[src/rtl/serial_rx_pkg.sv]
package serial_rx_pkg;

  typedef enum logic [2:0] {
    RXS_IDLE  = 3'd0,
    RXS_START = 3'd1,
    RXS_DATA  = 3'd2,
    RXS_PAR   = 3'd3,
    RXS_STOP  = 3'd4,
    RXS_STOP2 = 3'd5
  } rx_state_e;

  typedef struct packed {
    logic fe;
    logic pe;
    logic ovr;
  } rx_flags_t;

endpackage

[src/rtl/serial_rx_sync.sv]
module serial_rx_sync #(
  parameter int STAGES = 2
) (
  input  logic clk,
  input  logic rst_n,
  input  logic d_i,
  output logic q_o
);
  logic [STAGES-1:0] pipe_q;
  logic [STAGES-1:0] pipe_d;

  always_comb begin
    pipe_d = {pipe_q[STAGES-2:0], d_i};
  end

  always_ff @(posedge clk or negedge rst_n) begin
    if (!rst_n) pipe_q <= '1;
    else        pipe_q <= pipe_d;
  end

  assign q_o = pipe_q[STAGES-1];
endmodule

[src/rtl/serial_rx_frame.sv]
module serial_rx_frame
  import serial_rx_pkg::*;
#(
  parameter int DW  = 8,
  parameter int OVS = 16
) (
  input  logic          clk,
  input  logic          rst_n,
  input  logic          tick_i,
  input  logic          rx_i,
  input  logic          par_en_i,
  input  logic          par_odd_i,
  input  logic          two_stop_i,
  output logic          done_o,
  output logic [DW-1:0] data_o,
  output logic          perr_o,
  output logic          ferr_o
);
  localparam int CW = $clog2(OVS);
  localparam int BW = (DW > 1) ? $clog2(DW) : 1;
  localparam logic [CW-1:0] MID  = CW'(OVS/2 - 1);
  localparam logic [CW-1:0] LAST = CW'(OVS - 1);
  localparam logic [BW-1:0] TOPB = BW'(DW - 1);

  rx_state_e st_q, st_d;
  logic [CW-1:0] cnt_q, cnt_d;
  logic [BW-1:0] bit_q, bit_d;
  logic [DW-1:0] sh_q, sh_d;
  logic pbit_q, pbit_d;
  logic done_q, done_d;
  logic perr_q, perr_d;
  logic ferr_q, ferr_d;
  logic at_mid, at_last;

  assign at_mid  = tick_i && (cnt_q == MID);
  assign at_last = tick_i && (cnt_q == LAST);

  always_comb begin
    st_d   = st_q;
    cnt_d  = cnt_q;
    bit_d  = bit_q;
    sh_d   = sh_q;
    pbit_d = pbit_q;
    done_d = 1'b0;
    perr_d = perr_q;
    ferr_d = ferr_q;
    if (tick_i && !at_last) cnt_d = cnt_q + 1'b1;
    case (st_q)
      RXS_IDLE: begin
        cnt_d = '0;
        if (tick_i && !rx_i) st_d = RXS_START;
      end
      RXS_START: begin
        if (at_mid) begin
          cnt_d = '0;
          bit_d = '0;
          st_d  = rx_i ? RXS_IDLE : RXS_DATA;
        end
      end
      RXS_DATA: begin
        if (at_last) begin
          cnt_d = '0;
          sh_d  = {rx_i, sh_q[DW-1:1]};
          bit_d = bit_q + 1'b1;
          if (bit_q == TOPB) st_d = par_en_i ? RXS_PAR : RXS_STOP;
        end
      end
      RXS_PAR: begin
        if (at_last) begin
          cnt_d  = '0;
          pbit_d = rx_i;
          st_d   = RXS_STOP;
        end
      end
      RXS_STOP: begin
        if (at_last) begin
          cnt_d  = '0;
          done_d = 1'b1;
          ferr_d = !rx_i;
          perr_d = par_en_i && (pbit_q != ((^sh_q) ^ par_odd_i));
          st_d   = two_stop_i ? RXS_STOP2 : RXS_IDLE;
        end
      end
      RXS_STOP2: begin
        if (at_last) begin
          cnt_d = '0;
          st_d  = RXS_IDLE;
        end
      end
      default: st_d = RXS_IDLE;
    endcase
  end

  always_ff @(posedge clk or negedge rst_n) begin
    if (!rst_n) begin
      st_q   <= RXS_IDLE;
      cnt_q  <= '0;
      bit_q  <= '0;
      sh_q   <= '0;
      pbit_q <= 1'b0;
      done_q <= 1'b0;
      perr_q <= 1'b0;
      ferr_q <= 1'b0;
    end else begin
      st_q   <= st_d;
      cnt_q  <= cnt_d;
      bit_q  <= bit_d;
      sh_q   <= sh_d;
      pbit_q <= pbit_d;
      done_q <= done_d;
      perr_q <= perr_d;
      ferr_q <= ferr_d;
    end
  end

  assign done_o = done_q;
  assign data_o = sh_q;
  assign perr_o = perr_q;
  assign ferr_o = ferr_q;
endmodule

[src/rtl/serial_rx_buf.sv]
module serial_rx_buf
  import serial_rx_pkg::*;
#(
  parameter int DW = 8
) (
  input  logic          clk,
  input  logic          rst_n,
  input  logic          done_i,
  input  logic [DW-1:0] data_i,
  input  logic          perr_i,
  input  logic          ferr_i,
  input  logic          consume_i,
  output logic [DW-1:0] data_o,
  output logic          full_o,
  output rx_flags_t     flags_o
);
  logic [DW-1:0] dat_q, dat_d;
  logic full_q, full_d;
  rx_flags_t fl_q, fl_d;
  logic still_full;

  always_comb begin
    dat_d      = dat_q;
    fl_d       = fl_q;
    still_full = full_q && !consume_i;
    full_d     = still_full;
    if (consume_i) fl_d.ovr = 1'b0;
    if (done_i) begin
      fl_d.pe = perr_i;
      fl_d.fe = ferr_i;
      if (still_full) begin
        fl_d.ovr = 1'b1;
      end else begin
        dat_d    = data_i;
        full_d   = 1'b1;
        fl_d.ovr = 1'b0;
      end
    end
  end

  always_ff @(posedge clk or negedge rst_n) begin
    if (!rst_n) begin
      dat_q  <= '0;
      full_q <= 1'b0;
      fl_q   <= '0;
    end else begin
      dat_q  <= dat_d;
      full_q <= full_d;
      fl_q   <= fl_d;
    end
  end

  assign data_o  = dat_q;
  assign full_o  = full_q;
  assign flags_o = fl_q;
endmodule

[src/rtl/serial_rx_stat.sv]
module serial_rx_stat
  import serial_rx_pkg::*;
#(
  parameter int DW   = 8,
  parameter int OVS  = 16,
  parameter int SYNC = 2
) (
  input  logic          clk,
  input  logic          rst_n,
  input  logic          rx_i,
  input  logic          smp_tick_i,
  input  logic          par_en_i,
  input  logic          par_odd_i,
  input  logic          two_stop_i,
  input  logic          rd_sel_i,
  input  logic          rd_en_i,
  output logic [DW-1:0] rd_data_o
);
  localparam int PAD = DW - 3;

  logic          rx_s;
  logic          frm_done;
  logic [DW-1:0] frm_data;
  logic          frm_perr;
  logic          frm_ferr;
  logic [DW-1:0] buf_data;
  logic          buf_full;
  logic          buf_take;
  rx_flags_t     flags;
  logic          ovr_flag, pe_flag, fe_flag;

  serial_rx_sync #(.STAGES(SYNC)) sync_i (
    .clk(clk), .rst_n(rst_n), .d_i(rx_i), .q_o(rx_s)
  );

  serial_rx_frame #(.DW(DW), .OVS(OVS)) frame_i (
    .clk(clk), .rst_n(rst_n), .tick_i(smp_tick_i), .rx_i(rx_s),
    .par_en_i(par_en_i), .par_odd_i(par_odd_i), .two_stop_i(two_stop_i),
    .done_o(frm_done), .data_o(frm_data), .perr_o(frm_perr), .ferr_o(frm_ferr)
  );

  assign buf_take = rd_en_i && !rd_sel_i;

  serial_rx_buf #(.DW(DW)) buf_i (
    .clk(clk), .rst_n(rst_n), .done_i(frm_done), .data_i(frm_data),
    .perr_i(frm_perr), .ferr_i(frm_ferr), .consume_i(buf_take),
    .data_o(buf_data), .full_o(buf_full), .flags_o(flags)
  );

  assign ovr_flag = flags.ovr;
  assign pe_flag  = flags.pe;
  assign fe_flag  = flags.fe;

  always_comb begin
    if (rd_sel_i) rd_data_o = {{PAD{1'b0}}, fe_flag, pe_flag, ovr_flag};
    else          rd_data_o = buf_data;
  end
endmodule

[config.mk]
export PLATFORM = sky130hd
export DESIGN_NAME = serial_rx_stat
export DESIGN_NICKNAME = d
export VERILOG_FILES = /design/src/rtl/serial_rx_pkg.sv /design/src/rtl/serial_rx_sync.sv /design/src/rtl/serial_rx_frame.sv /design/src/rtl/serial_rx_buf.sv /design/src/rtl/serial_rx_stat.sv
export SDC_FILE = /design/constraint.sdc
export NUM_CORES = 1
export LEC_CHECK = 0
export ABC_AREA = 1
export BUFFER_PORTS_ARGS = -buffer_cell sky130_fd_sc_hd__buf_2
export CAP_MARGIN = 20
export CORE_ASPECT_RATIO = 1.1
export CORE_MARGIN = 2
export CORE_UTILIZATION = 58
export DETAILED_ROUTE_END_ITERATION = 8
export PLACE_DENSITY = 0.78
export SLEW_MARGIN = 20
export SYNTH_ARGS = -nofsm -noshare
export SYNTH_HDL_FRONTEND = slang
export SYNTH_SLANG_ARGS = --single-unit
[constraint.sdc]
create_clock -name clk -period 2 [get_ports clk]
set_input_delay 0.1 -clock clk [delete_from_list [all_inputs] [get_ports clk]]
set_output_delay 0.1 -clock clk [all_outputs]
set_load 0.03 [all_outputs]
# --- Word level (Yosys, flattened, before mapping) ---
# Index checks and enable logic that the tools add are counted.
word_totals:
  regBits: 36
  in_bits: 9
op_classes:
  addsub: 2
  eq_ne: 16
  muxes: 25
  bitwise: 2
  n_reduce_logical: 22
ops:
  columns: ["op", "n"]
  rows:
  - ["$mux 3", 11]
  - ["$pmux 3 s6", 1]
  - ["$ne 2x1->1 const B", 7]
  - ["$mux 4", 3]
  - ["$pmux 4 s3", 1]
  - ["$eq 3x3->1 const B", 3]
  - ["$mux 8", 1]
  - ["$reduce_and 2->1", 4]
  - ["$reduce_xor 8->1", 1]
  - ["$logic_and 1x1->1", 7]
  - ["$reduce_and 7->1", 1]
  - ["$eq 3x2->1 const B", 2]
  - ["$mux 1", 6]
  - ["$pmux 3 s2", 1]
  - ["$add 4x1->4 const B", 1]
  - ["$eq 4x3->1 const B", 1]
  - ["$eq 4x4->1 const B", 1]
  - ["$logic_not 1->1", 4]
  - ["$reduce_bool 2->1", 2]
  - ["$reduce_or 4->1", 1]
  - ["$add 3x1->3 const B", 1]
  - ["$eq 3x1->1 const B", 1]
  - ["$logic_not 3->1", 1]
  - ["$reduce_and 3->1", 1]
  - ["4 further kinds", 4]

# --- Logic depth before layout (Yosys ltp) ---
depth:
  ltp_word: 7
  ltp_mapped: 10

# --- Modules after synthesis ---
# A second synthesis with hierarchy kept.
hier_totals:
  hier_cells: 243
  area_unflattened_um2: 1914.3
modules_own_cells:
  columns: ["mod", "n_inst", "cells_each", "area_each_um2", "seq_area_each_um2"]
  rows:
  - ["serial_rx_frame", 1, 167, 1285.0, 550.5]
  - ["serial_rx_buf", 1, 51, 483.0, 300.3]
  - ["serial_rx_stat", 1, 23, 93.8, 0.0]
  - ["serial_rx_sync", 1, 2, 52.6, 52.6]

# --- Worst setup path before layout ---
# Ideal clock, no wire load.
synth_path:
  kind: "register to register"
  start: "register frame_i.cnt_q[0]"
  end: "register frame_i.sh_q[5], in the netlist frame_i.data_o[5]"
  setup_time_ns: 0.119
  arrival_time_ns: 1.268
  t_required_ns: 1.881
  slack_ns: 0.613
  path_stages_with_launch: 10
  n_path_buf: 1
  period_less_slack_ns: 1.387
  cell_sequence: "dfrtp_1 > ha_1 > nand2_1 > inv_1 > nand3_1 > inv_1 > nand2_2 > buf_4 > nand2_1 > o21ai_2"
synth_between:
  elab_chain_len: 3
synth_lines:
  columns: ["item", "line", "text"]
  rows:
  - ["start, declared", "serial_rx_frame.sv:26", "logic [CW-1:0] cnt_q, cnt_d;"]
  - ["start signal, assigned", "serial_rx_frame.sv:106", "cnt_q <= cnt_d;"]
  - ["$eq 4x4->1", "serial_rx_frame.sv:36", "assign at_last = tick_i && (cnt_q == LAST);"]
  - ["$logic_and 1x1->1", "serial_rx_frame.sv:36", null]
  - ["$reduce_and 2->1 (no source line)", null, null]
  - ["end signal, assigned", "serial_rx_frame.sv:99", "sh_q <= '0;"]
  - ["end signal, assigned", "serial_rx_frame.sv:108", "sh_q <= sh_d;"]
  - ["end, declared", "serial_rx_frame.sv:28", "logic [DW-1:0] sh_q, sh_d;"]
# No other way between the ends.
# A chain may end at the register's enable or synchronous reset.

# --- Worst setup path after layout ---
layout_path:
  start: "register frame_i.cnt_q[0]"
  end: "register frame_i.sh_q[3], in the netlist frame_i.data_o[3]"
# The elaborated chain is that of the path after synthesis.

==> flow_summary.yaml <==
timing:
  setup_viol: 0
  clock.fmax_ghz: 0.647
  max_slew_margin_pct: 47.8
  setup_ws_ps: 455
  finClkSkew_ps: 8.73
  rsz0062_at_grt: "no"
  finalMaxSlewViolations: 0
  worst_slew_pin_slew_ps: 782
  hold_viol: 0
  setup_tns_ps: 0
  period_share_pct: 77.2
  fin_crit_ps: 1540
finish:
  final_common_cell: "nand2_1"
  drive_gt1_share_pct: 18.6
  antennaDiodeCount: 0
  fin_area_um2: 2010
  final_cell_mix: "nand2_1 (86), dfrtp_1 (34), inv_1 (27), o21ai_0 (16), buf_2 (16)"
  area_growth_pct: 11.0
  finalNetCount: 264
  final-instance-count-excl-fill: 287
  num-fill-cells: 269
worst_setup_path:
  worstPathArrival_ps: 1770
  r2r-start: "frame_i.cnt_q[0]"
  critPathMaxFanout: 17
  end_kind: "register"
  crit_required_ps: 2230
  critical_path_class: "reg2reg"
  startpoint_type: "register"
  worstSetupStartpoint: "frame_i.cnt_q[0]"
logic_synthesis:
  synth_nets: 240
  synthCells: 228
  yosys.cell_types.count: 25
  yosys_warnings: 0
  synth_area_um2: 1810
  yosysSeqAreaShare_pct: 49.9
  synth_seq_cells: 36
  avgSynthCellArea_um2: 7.94
  synth-main-ff-cell: "dfrtp_1"
  async_reset_ff_share_pct: 100
  synth_edf_count: 0
die:
  die_h_um: 62.6
  die_area_um2: 3580
  io_pins: 17
  start_util_pct: 59.9
  core_area_um2: 3020
  std_cell_rows: 21
  die_w_um: 57.3
detailed_routing:
  route.met2.wl_um: 1470
  ant_nets: 0
  num_vias: 1433
  drt_iter0_drc: 55
  met1_length_um: 1370
  wl_per_cell_um: 10.5
  drc: 0
  wl_um: 3010
  first_pass_iters: 4
  routed-wl-met3_um: 118
  viasPerCell: 4.99
  topRoutingLayerUsed: "met4"
global_routing:
  grt_max_degree: 37
  track_usage_pct: 19.8
  grt_pass1_vias: 1375
  grt_pass1_wl_um: 5510
  grt_overflow: 0
  antenna_found_initial: 0
placement:
  pre_cts_ws_ps: 454
  dp_cells: 277
  gp_congestion: 0.798
  io_buffers: 16
  place_hpwl_um: 2170
  place_area_um2: 1930
clock_network:
  root_buffer: "clkbuf_4"
  cts_hold_buf: 2
  path_clk_slew_ps: 110
  post_cts_buffers: 0
  worstSkewPairLatency_ps: 340
  clock-sinks: 36
  cts_buffers: 5
  cts-resized-gates: 0
  cts_tree: "yes"
  cts_buffer_depth: 2
  htreeDepth: 2
power_and_ir_drop:
  p_total_mw: 1.61
  leakagePower_nw: 1.05
  ir_worst_vdd_mv: 0.686
  p_per_area_nw_per_um2: 800
hold_path:
  hp-class: "in2reg"
  hp-start: "rd_en_i"
flow_run:
  max_cap_viol_count: 0
run_status:
  status: "finished, final reports clean"
-- area by class of cell --
class | instances | area, um^2 | share of cell area [%]
clock inverter | 2 | 10.0 | 0.498
sequential | 36 | 903 | 45.0
timing repair buffer | 19 | 108 | 5.35
inverter | 30 | 115 | 5.73
tap | 34 | 42.5 | 2.12
multi-input combinational | 160 | 779 | 38.8
clock buffer | 6 | 51.3 | 2.55
-- critical path, stage by stage (launching register included) --
cell	delay, ps
dfrtp_1	400
ha_1	180
nand2_1	60
inv_1	70
nand3_1	100
inv_1	150
nand2_2	250
nand2_1	160
o21ai_2	60
-- logic make-up after synthesis --
| family | Yosys count | synth area share [%] |
|---|---|---|
| flops | 36 | 49.9 |
| buf+inv | 32 | 7.05 |
| simple gates | 120 | 27.4 |
| xor+xnor | 3 | 1.45 |
| fa+ha+maj | 3 | 2.07 |
| mux | 1 | 0.553 |
| compound gates | 33 | 11.5 |
-- cells in the mapped netlist (3+ instances only) --
library cell	number	area, um^2
o21ai_1	5	25.0
ha_1	3	37.5
nor3_1	3	15.0
o21ai_2	10	87.6
nand3_1	11	55.1
nand2_1	86	323
dfrtp_1	34	851
nor2_1	12	45.0
inv_1	27	101
o21ai_0	16	80.1
xor2_1	3	26.3
-- per-layer routing --
layer  vias to the layer above  global-route usage, %
met2                        23                   34.5
met3                         6                   6.21
met4                         0                   7.27
met5                         -                      0
met1                       639                   22.5
li1                        765                      -
-- flip-flops by register name (all words and copies together), names as in the netlist, 2 cells and up --
register	flops
buf_i.data_o	8
buf_i.flags_o	3
frame_i.st_q	3
frame_i.data_o	8
frame_i.cnt_q	4
frame_i.bit_q	3
sync_i.pipe_q	2
-- worst paths after layout --
| kind | cells after the start | slack (ps) | endpoint |
|---|---|---|---|
| worst max-delay path | 8 | 460 | frame_i.data_o[3] |
| worst min-delay path | 4 | 50 | buf_i.flags_o[0] |
| worst max register to register | 8 | 460 | frame_i.data_o[3] |
| worst min register to register | 0 | 360 | sync_i.pipe_q[1] |
| max in group asynchronous | 2 | 1140 | frame_i.cnt_q[2] |
| min in group asynchronous | 2 | 370 | frame_i.data_o[0] |
-- metrics by stage --
step	util, %	hold slack (ps)
6_report	66.5	50.4
2_1_floorplan	-	-196
5_1_grt	66.5	55.7
3_5_place_dp	63.8	206
4_1_cts	66.5	38.4
3_3_place_gp	63.8	205
-- power breakdown --
group	switching (mW)	internal (mW)	leakage (nW)
registers	0.0515	0.772	0.492
logic	0.226	0.153	0.524
clock network	0.237	0.167	0.0380
Note: power is estimated with default switching activity, not from simulation.
